===== src/rtl/adc_rdout_pkg.sv =====
package adc_rdout_pkg;

    localparam int RES_W_DEF = 12;

    typedef enum logic [1:0] {
        ST_IDLE = 2'd0,
        ST_RUN  = 2'd1,
        ST_GAP  = 2'd2
    } seq_st_e;

    // Event bundle passed from the sequencer to the capture datapath.
    typedef struct packed {
        logic samp;   // rising data-clock edge: sample the line now
        logic done;   // last falling edge of the frame
        logic dual;   // frame runs in dual readout
    } seq_evt_t;

    // Number of rising data-clock edges in a frame.
    function automatic int frame_edges(input int acq, input int w, input bit dual);
        return acq + 1 + w + (dual ? (w - 1) : 0);
    endfunction

endpackage


===== src/rtl/adc_rdout_tick.sv =====
module adc_rdout_tick #(
    parameter int DIV_W = 8
) (
    input  logic             clk,
    input  logic             rst,
    input  logic             en,
    input  logic [DIV_W-1:0] div,
    output logic             tick
);

    logic [DIV_W-1:0] cnt;

    always_ff @(posedge clk) begin
        if (rst || !en) begin
            cnt <= '0;
        end else if (cnt == div) begin
            cnt <= '0;
        end else begin
            cnt <= cnt + 1'b1;
        end
    end

    assign tick = en && (cnt == div);

endmodule


===== src/rtl/adc_rdout_seq.sv =====
module adc_rdout_seq
    import adc_rdout_pkg::*;
#(
    parameter int DATA_W  = RES_W_DEF,
    parameter int ACQ_CYC = 3,
    parameter int DIV_W   = 8,
    parameter int CNT_W   = $clog2(frame_edges(ACQ_CYC, DATA_W, 1'b1) + 1)
) (
    input  logic             clk,
    input  logic             rst,
    input  logic             start_i,
    input  logic             dual_i,
    input  logic [DIV_W-1:0] div_i,
    output logic             cs_n,
    output logic             dclk,
    output logic             busy,
    output seq_evt_t         evt,
    output logic [CNT_W-1:0] samp_idx,
    output logic [DIV_W-1:0] div_q
);

    localparam logic [CNT_W-1:0] LAST_SGL  = CNT_W'(frame_edges(ACQ_CYC, DATA_W, 1'b0));
    localparam logic [CNT_W-1:0] LAST_DUAL = CNT_W'(frame_edges(ACQ_CYC, DATA_W, 1'b1));

    seq_st_e          st;
    logic             pend;
    logic             dual_q;
    logic             gap_half;
    logic [CNT_W-1:0] edge_cnt;
    logic             tick;
    logic             launch;
    logic             at_last;

    adc_rdout_tick #(.DIV_W(DIV_W)) u_tick (
        .clk  (clk),
        .rst  (rst),
        .en   (st != ST_IDLE),
        .div  (div_q),
        .tick (tick)
    );

    assign launch   = (st == ST_IDLE) && (start_i || pend);
    assign at_last  = edge_cnt == (dual_q ? LAST_DUAL : LAST_SGL);
    assign samp_idx = edge_cnt + 1'b1;
    assign busy     = st != ST_IDLE;

    always_comb begin
        evt.samp = (st == ST_RUN) && tick && !dclk;
        evt.done = (st == ST_RUN) && tick && dclk && at_last;
        evt.dual = dual_q;
    end

    always_ff @(posedge clk) begin
        if (rst) begin
            st       <= ST_IDLE;
            pend     <= 1'b0;
            dual_q   <= 1'b0;
            div_q    <= '0;
            gap_half <= 1'b0;
            edge_cnt <= '0;
            cs_n     <= 1'b1;
            dclk     <= 1'b0;
        end else begin
            if (launch) begin
                pend <= 1'b0;
            end else if (start_i) begin
                pend <= 1'b1;
            end
            case (st)
                ST_IDLE: begin
                    if (launch) begin
                        cs_n     <= 1'b0;
                        st       <= ST_RUN;
                        edge_cnt <= '0;
                        dual_q   <= dual_i;
                        div_q    <= div_i;
                    end
                end
                ST_RUN: begin
                    if (tick) begin
                        if (!dclk) begin
                            dclk     <= 1'b1;
                            edge_cnt <= edge_cnt + 1'b1;
                        end else begin
                            dclk <= 1'b0;
                            if (at_last) begin
                                cs_n     <= 1'b1;
                                st       <= ST_GAP;
                                gap_half <= 1'b0;
                            end
                        end
                    end
                end
                ST_GAP: begin
                    if (tick) begin
                        if (gap_half) begin
                            st <= ST_IDLE;
                        end else begin
                            gap_half <= 1'b1;
                        end
                    end
                end
                default: st <= ST_IDLE;
            endcase
        end
    end

endmodule


===== src/rtl/adc_rdout_cap.sv =====
module adc_rdout_cap
    import adc_rdout_pkg::*;
#(
    parameter int DATA_W  = RES_W_DEF,
    parameter int ACQ_CYC = 3,
    parameter int CNT_W   = 5
) (
    input  logic              clk,
    input  logic              rst,
    input  seq_evt_t          evt,
    input  logic [CNT_W-1:0]  samp_idx,
    input  logic              sdo,
    output logic [DATA_W-1:0] result,
    output logic              valid,
    output logic              mismatch
);

    localparam logic [CNT_W-1:0] FWD_LO = CNT_W'(ACQ_CYC + 2);
    localparam logic [CNT_W-1:0] FWD_HI = CNT_W'(ACQ_CYC + 1 + DATA_W);
    localparam logic [CNT_W-1:0] REV_LO = CNT_W'(ACQ_CYC + 2 + DATA_W);
    localparam logic [CNT_W-1:0] REV_HI = CNT_W'(ACQ_CYC + 2 * DATA_W);

    logic [DATA_W-1:0] fwd_sr;
    logic [DATA_W-2:0] rev_sr;
    logic              in_fwd;
    logic              in_rev;
    logic [DATA_W-1:0] rev_word;

    assign in_fwd   = (samp_idx >= FWD_LO) && (samp_idx <= FWD_HI);
    assign in_rev   = (samp_idx >= REV_LO) && (samp_idx <= REV_HI);
    assign rev_word = {rev_sr, fwd_sr[0]};

    always_ff @(posedge clk) begin
        if (rst) begin
            fwd_sr <= '0;
            rev_sr <= '0;
        end else if (evt.samp) begin
            if (in_fwd) begin
                fwd_sr <= {fwd_sr[DATA_W-2:0], sdo};
            end
            if (in_rev) begin
                rev_sr <= {sdo, rev_sr[DATA_W-2:1]};
            end
        end
    end

    always_ff @(posedge clk) begin
        if (rst) begin
            result   <= '0;
            valid    <= 1'b0;
            mismatch <= 1'b0;
        end else begin
            valid <= evt.done;
            if (evt.done) begin
                result   <= fwd_sr;
                mismatch <= evt.dual && (rev_word != fwd_sr);
            end
        end
    end

endmodule


===== src/rtl/adc_rdout_ctrl.sv =====
module adc_rdout_ctrl
    import adc_rdout_pkg::*;
#(
    parameter int DATA_W  = RES_W_DEF,
    parameter int ACQ_CYC = 3,
    parameter int DIV_W   = 8
) (
    input  logic              clk,
    input  logic              rst,
    input  logic              start_i,
    input  logic              dual_i,
    input  logic [DIV_W-1:0]  div_i,
    input  logic              sdo_i,
    output logic              cs_n_o,
    output logic              dclk_o,
    output logic              busy_o,
    output logic [DATA_W-1:0] result_o,
    output logic              valid_o,
    output logic              mismatch_o
);

    localparam int CNT_W = $clog2(frame_edges(ACQ_CYC, DATA_W, 1'b1) + 1);

    seq_evt_t         evt;
    logic [CNT_W-1:0] samp_idx;
    logic [DIV_W-1:0] div_q;

    adc_rdout_seq #(
        .DATA_W  (DATA_W),
        .ACQ_CYC (ACQ_CYC),
        .DIV_W   (DIV_W),
        .CNT_W   (CNT_W)
    ) u_seq (
        .clk      (clk),
        .rst      (rst),
        .start_i  (start_i),
        .dual_i   (dual_i),
        .div_i    (div_i),
        .cs_n     (cs_n_o),
        .dclk     (dclk_o),
        .busy     (busy_o),
        .evt      (evt),
        .samp_idx (samp_idx),
        .div_q    (div_q)
    );

    adc_rdout_cap #(
        .DATA_W  (DATA_W),
        .ACQ_CYC (ACQ_CYC),
        .CNT_W   (CNT_W)
    ) u_cap (
        .clk      (clk),
        .rst      (rst),
        .evt      (evt),
        .samp_idx (samp_idx),
        .sdo      (sdo_i),
        .result   (result_o),
        .valid    (valid_o),
        .mismatch (mismatch_o)
    );

endmodule


===== config.mk =====
export PLATFORM = sky130hd
export DESIGN_NAME = adc_rdout_ctrl
export DESIGN_NICKNAME = d
export VERILOG_FILES = /design/src/rtl/adc_rdout_pkg.sv /design/src/rtl/adc_rdout_tick.sv /design/src/rtl/adc_rdout_seq.sv /design/src/rtl/adc_rdout_cap.sv /design/src/rtl/adc_rdout_ctrl.sv
export SDC_FILE = /design/constraint.sdc
export NUM_CORES = 1
export LEC_CHECK = 0
export BUFFER_PORTS_ARGS = -buffer_cell sky130_fd_sc_hd__buf_4
export CORE_MARGIN = 8
export CORE_UTILIZATION = 35
export DETAILED_ROUTE_END_ITERATION = 8
export PLACE_DENSITY = 0.53
export SETUP_SLACK_MARGIN = 0.15
export SYNTH_ARGS = -nofsm -noshare
export SYNTH_HDL_FRONTEND = slang
export SYNTH_SLANG_ARGS = --single-unit

===== constraint.sdc =====
create_clock -name clk -period 2.1 [get_ports clk]
set_clock_uncertainty 0.05 [all_clocks]
set_input_delay 0.21 -clock clk [delete_from_list [all_inputs] [get_ports clk]]
set_output_delay 0.21 -clock clk [all_outputs]
set_load 0.02 [all_outputs]

==> flow_metrics.env <==
export IMPL_crit_type="flop to flop"
export IMPL_vias=2254
export IMPL_grt_pass1_wl_mm=10.6
export IMPL_core_area_sq_um=8050
export IMPL_p_total_mw=2.76
export IMPL_relSlewSlack=0.632
export IMPL_track_usage=0.117
export IMPL_place_gp_congestion=0.779
export IMPL_netlist_area_leader_share=0.458
export IMPL_slowest_stage="or4_4"
export IMPL_hold_worst_slack_ns=0.0511
export IMPL_tightest_slew_ns=0.551
export IMPL_r2r_end="u_cap.mismatch"
export IMPL_clkPwrFrac=0.434
export IMPL_start_kind="flop"
export IMPL_syn_nets=321
export IMPL_outcome="finished, violations left"
export IMPL_die_width_um=106
export IMPL_switchingPower_mw=0.681
export IMPL_finalCriticalPeriod_ns=2.14
export IMPL_dr_first_iter_drc_count=82
export IMPL_wl_per_cell_um=13.3
export IMPL_gr_total_overflow=0
export IMPL_setup_ws_ns=-0.0375
export IMPL_num_rows=33
export IMPL_clk_pin_slew_ns=0.07
export IMPL_first_global_vias=2272
export IMPL_violations="negative setup slack"
export IMPL_yosys_area_top_type="dfxtp_1"
export IMPL_ys_seq_area_frac=0.458
export IMPL_worstPathMaxFanout=4
export IMPL_die_area_sq_um=11300
export IMPL_cpPeakStageDelay_ns=0.52
export IMPL_start_util=0.353
export IMPL_cts_tree="done"
export IMPL_hpwl_mm=4.18
export IMPL_hold_viol_final=0
export IMPL_htree_levels=3
export IMPL_grt_max_degree=60
export IMPL_path_cells="or4_4 > a21oi_2 > or4b_4 > or3b_1 > a21oi_1"
export IMPL_r2r_start="u_seq.edge_cnt[0]"
export IMPL_switching_share=0.247
export IMPL_ant_nets=0
export IMPL_min_from="div_i[3]"
export IMPL_cts_sinks=65
export IMPL_drc=0
export IMPL_worst_r2r_cell_count=5
export IMPL_firstDrtPassIters=4
export IMPL_fmax_mhz=468
export IMPL_clock_latency_ns=0.35
export IMPL_cellLeakagePower_nw=1.59
export IMPL_pwr_share_seq=0.462
export IMPL_ios=30
export IMPL_r2r_setup_slack_ns=-0.04
export IMPL_dp_cells=443
export IMPL_place_area_sq_um=3310
export IMPL_ys_warn_count=0
export IMPL_holdPathStages=3
export IMPL_ys_seq_elements=65
export IMPL_drive_above_1_share=0.341
export IMPL_portBuffers=29
export IMPL_fin_area_sq_um=3960
export IMPL_pwr_share_comb=0.104
export IMPL_cts_inserted_buffers=9
export IMPL_netlist_instances=303
export IMPL_antenna_found_initial=0
export IMPL_slew_viol_final=0
export IMPL_ys_top_cells_by_area="dfxtp_1, mux2i_1, xnor2_1"
export IMPL_power_density_nw_per_um2=697
export IMPL_drv_cap=0
export IMPL_required_ns=2.32
export IMPL_ir_drop_mv=0.359
export IMPL_holdPathEnd="u_seq.div_q[3]"
export IMPL_final_cell_count_no_fill=475
export IMPL_root_buffer="clkbuf_8"
export IMPL_power_internal_mw=2.08
export IMPL_nFillCells=747
export IMPL_routed_wl_mm=6.33
export IMPL_synth_cell_types=35
export IMPL_critPathArrivalTime_ns=2.36
export IMPL_area_growth_pct=39.2
export IMPL_synthesis_area_sq_um=2840
export IMPL_vias_per_cell=4.75
export IMPL_layout_nets=383
export IMPL_grt_setup_unrepaired="true"
export IMPL_syn_avg_cell_area_sq_um=9.39
export IMPL_clockBufferDepth=2
export IMPL_fin_crit_sh=1.02
export IMPL_antennaDiodeCount=0
export IMPL_die_y_um=106
export IMPL_end_kind="flop"
export IMPL_hold_path_class="input port to flop"
export IMPL_finalSetupViolCount=2
==> sequential cells by signal, indices dropped and copies added, names as in the netlist, 2 cells and up <==
signal	count
u_seq.u_tick.cnt	8
u_cap.result	12
u_seq.st	2
u_cap.fwd_sr	12
u_cap.rev_sr	11
u_seq.edge_cnt	5
u_seq.div_q	8
==> critical path: cells and delay by family (launching register included) <==
kind / cells / cell delay, ns
simple gates: 3 / 1.37
flops: 1 / 0.37
compound gates: 2 / 0.29
==> worst max-delay path by stage <==
stage,end,startpoint
detailed placement,u_cap.result[11],u_seq.edge_cnt[0]
floorplan,u_cap.mismatch,u_seq.edge_cnt[0]
global placement,u_cap.result[8],u_seq.edge_cnt[0]
CTS,u_cap.mismatch,u_seq.edge_cnt[0]
finish,u_cap.mismatch,u_seq.edge_cnt[0]
global route,u_cap.mismatch,u_seq.edge_cnt[0]
==> layer usage <==
layer | GRT usage | up-vias | part of all wire
met4 | 0.0643 | 0 | 0.018
met1 | 0.138 | 1059 | 0.46
met5 | 0 | - | 0
li1 | - | 1155 | -
met2 | 0.189 | 29 | 0.48
met3 | 0.0351 | 11 | 0.040
==> Yosys cell counts, drive strengths merged <==
master  instances
a211oi          1
a21boi          1
a21oi          19
a311oi          1
a31oi           1
and3            2
and4            3
buf             4
clkbuf          9
dfxtp          65
ha              5
inv             5
mux2            1
mux2i          36
nand2          23
nand2b         27
nand3          12
nand3b          1
nand4           5
nand4b          1
nor2           30
nor3            7
nor3b           1
nor4            1
o21a            1
o21ai           3
o21bai          1
or2             1
or3             3
or3b            1
or4             1
or4b            1
xnor2          23
xor2            7
==> placed cells by master (no fill, tap or decap), types with 3 or more instances in the layout <==
| cell type | count |
|---|---|
| dfxtp_1 | 54 |
| buf_4 | 52 |
| mux2i_1 | 35 |
| nor2_1 | 28 |
| nand2b_1 | 25 |
| nand2_1 | 22 |
| a21oi_1 | 17 |
| xnor2_1 | 16 |
| nand3_1 | 10 |
| buf_6 | 10 |
| clkbuf_8 | 9 |
| dfxtp_2 | 7 |
| xnor2_2 | 6 |
| nor3_1 | 6 |
| nand4_1 | 5 |
| xor2_1 | 5 |
| inv_1 | 4 |
| dfxtp_4 | 4 |
| or3_4 | 3 |
| ha_4 | 3 |
==> power groups by stage <==
| stage | logic, mW | clock network, mW | registers, mW |
|---|---|---|---|
| after CTS | 0.251 | 1.24 | 1.28 |
| after detailed placement | 0.216 | 0 | 1.30 |
| after global routing | 0.310 | 1.29 | 1.28 |
| final | 0.287 | 1.20 | 1.28 |
| after global placement | 0.215 | 0 | 1.30 |
| after floorplan | 0.121 | 0 | 1.31 |
==> metrics by stage <==
step	utilization	setup WS (ns)	setup TNS, ns
after global placement	0.411	0.0135	0
after global routing	0.492	-0.117	-0.884
final	0.492	-0.0375	-0.0392
after CTS	0.462	0.0148	0
after detailed placement	0.411	-0.0362	-0.300
after floorplan	-	-0.0714	-0.524
==> logic make-up (layout without fill, tap and decap cells) <==
logic type / Yosys count / count (layout) / synth area share
simple gates: 120 / 120 / 0.216
flops: 65 / 65 / 0.458
mux: 37 / 37 / 0.131
xor+xnor: 30 / 30 / 0.0924
compound gates: 28 / 28 / 0.0559
buf+inv: 18 / 85 / 0.0255
fa+ha+maj: 5 / 5 / 0.0220
==> layout make-up <==
cell class,instances,area [sq um],share of cell area
Multi-Input combinational cell,220,1710,0.431
Sequential cell,65,1330,0.335
Timing Repair Buffer,64,551,0.139
Tap cell,105,131,0.0332
Clock buffer,9,124,0.0313
Clock inverter,7,103,0.0259
Inverter,5,21.3,0.00537
==> what timing repair did <==
action	4_1_cts	5_1_grt
pin swaps	9	13
resized for setup	22	40
hold endpoints to repair	0	0
setup endpoints to repair	38	46
setup buffers	7	7
cloned	2	0
hold buffers	0	0
Note: power is estimated with default switching activity, not from simulation.
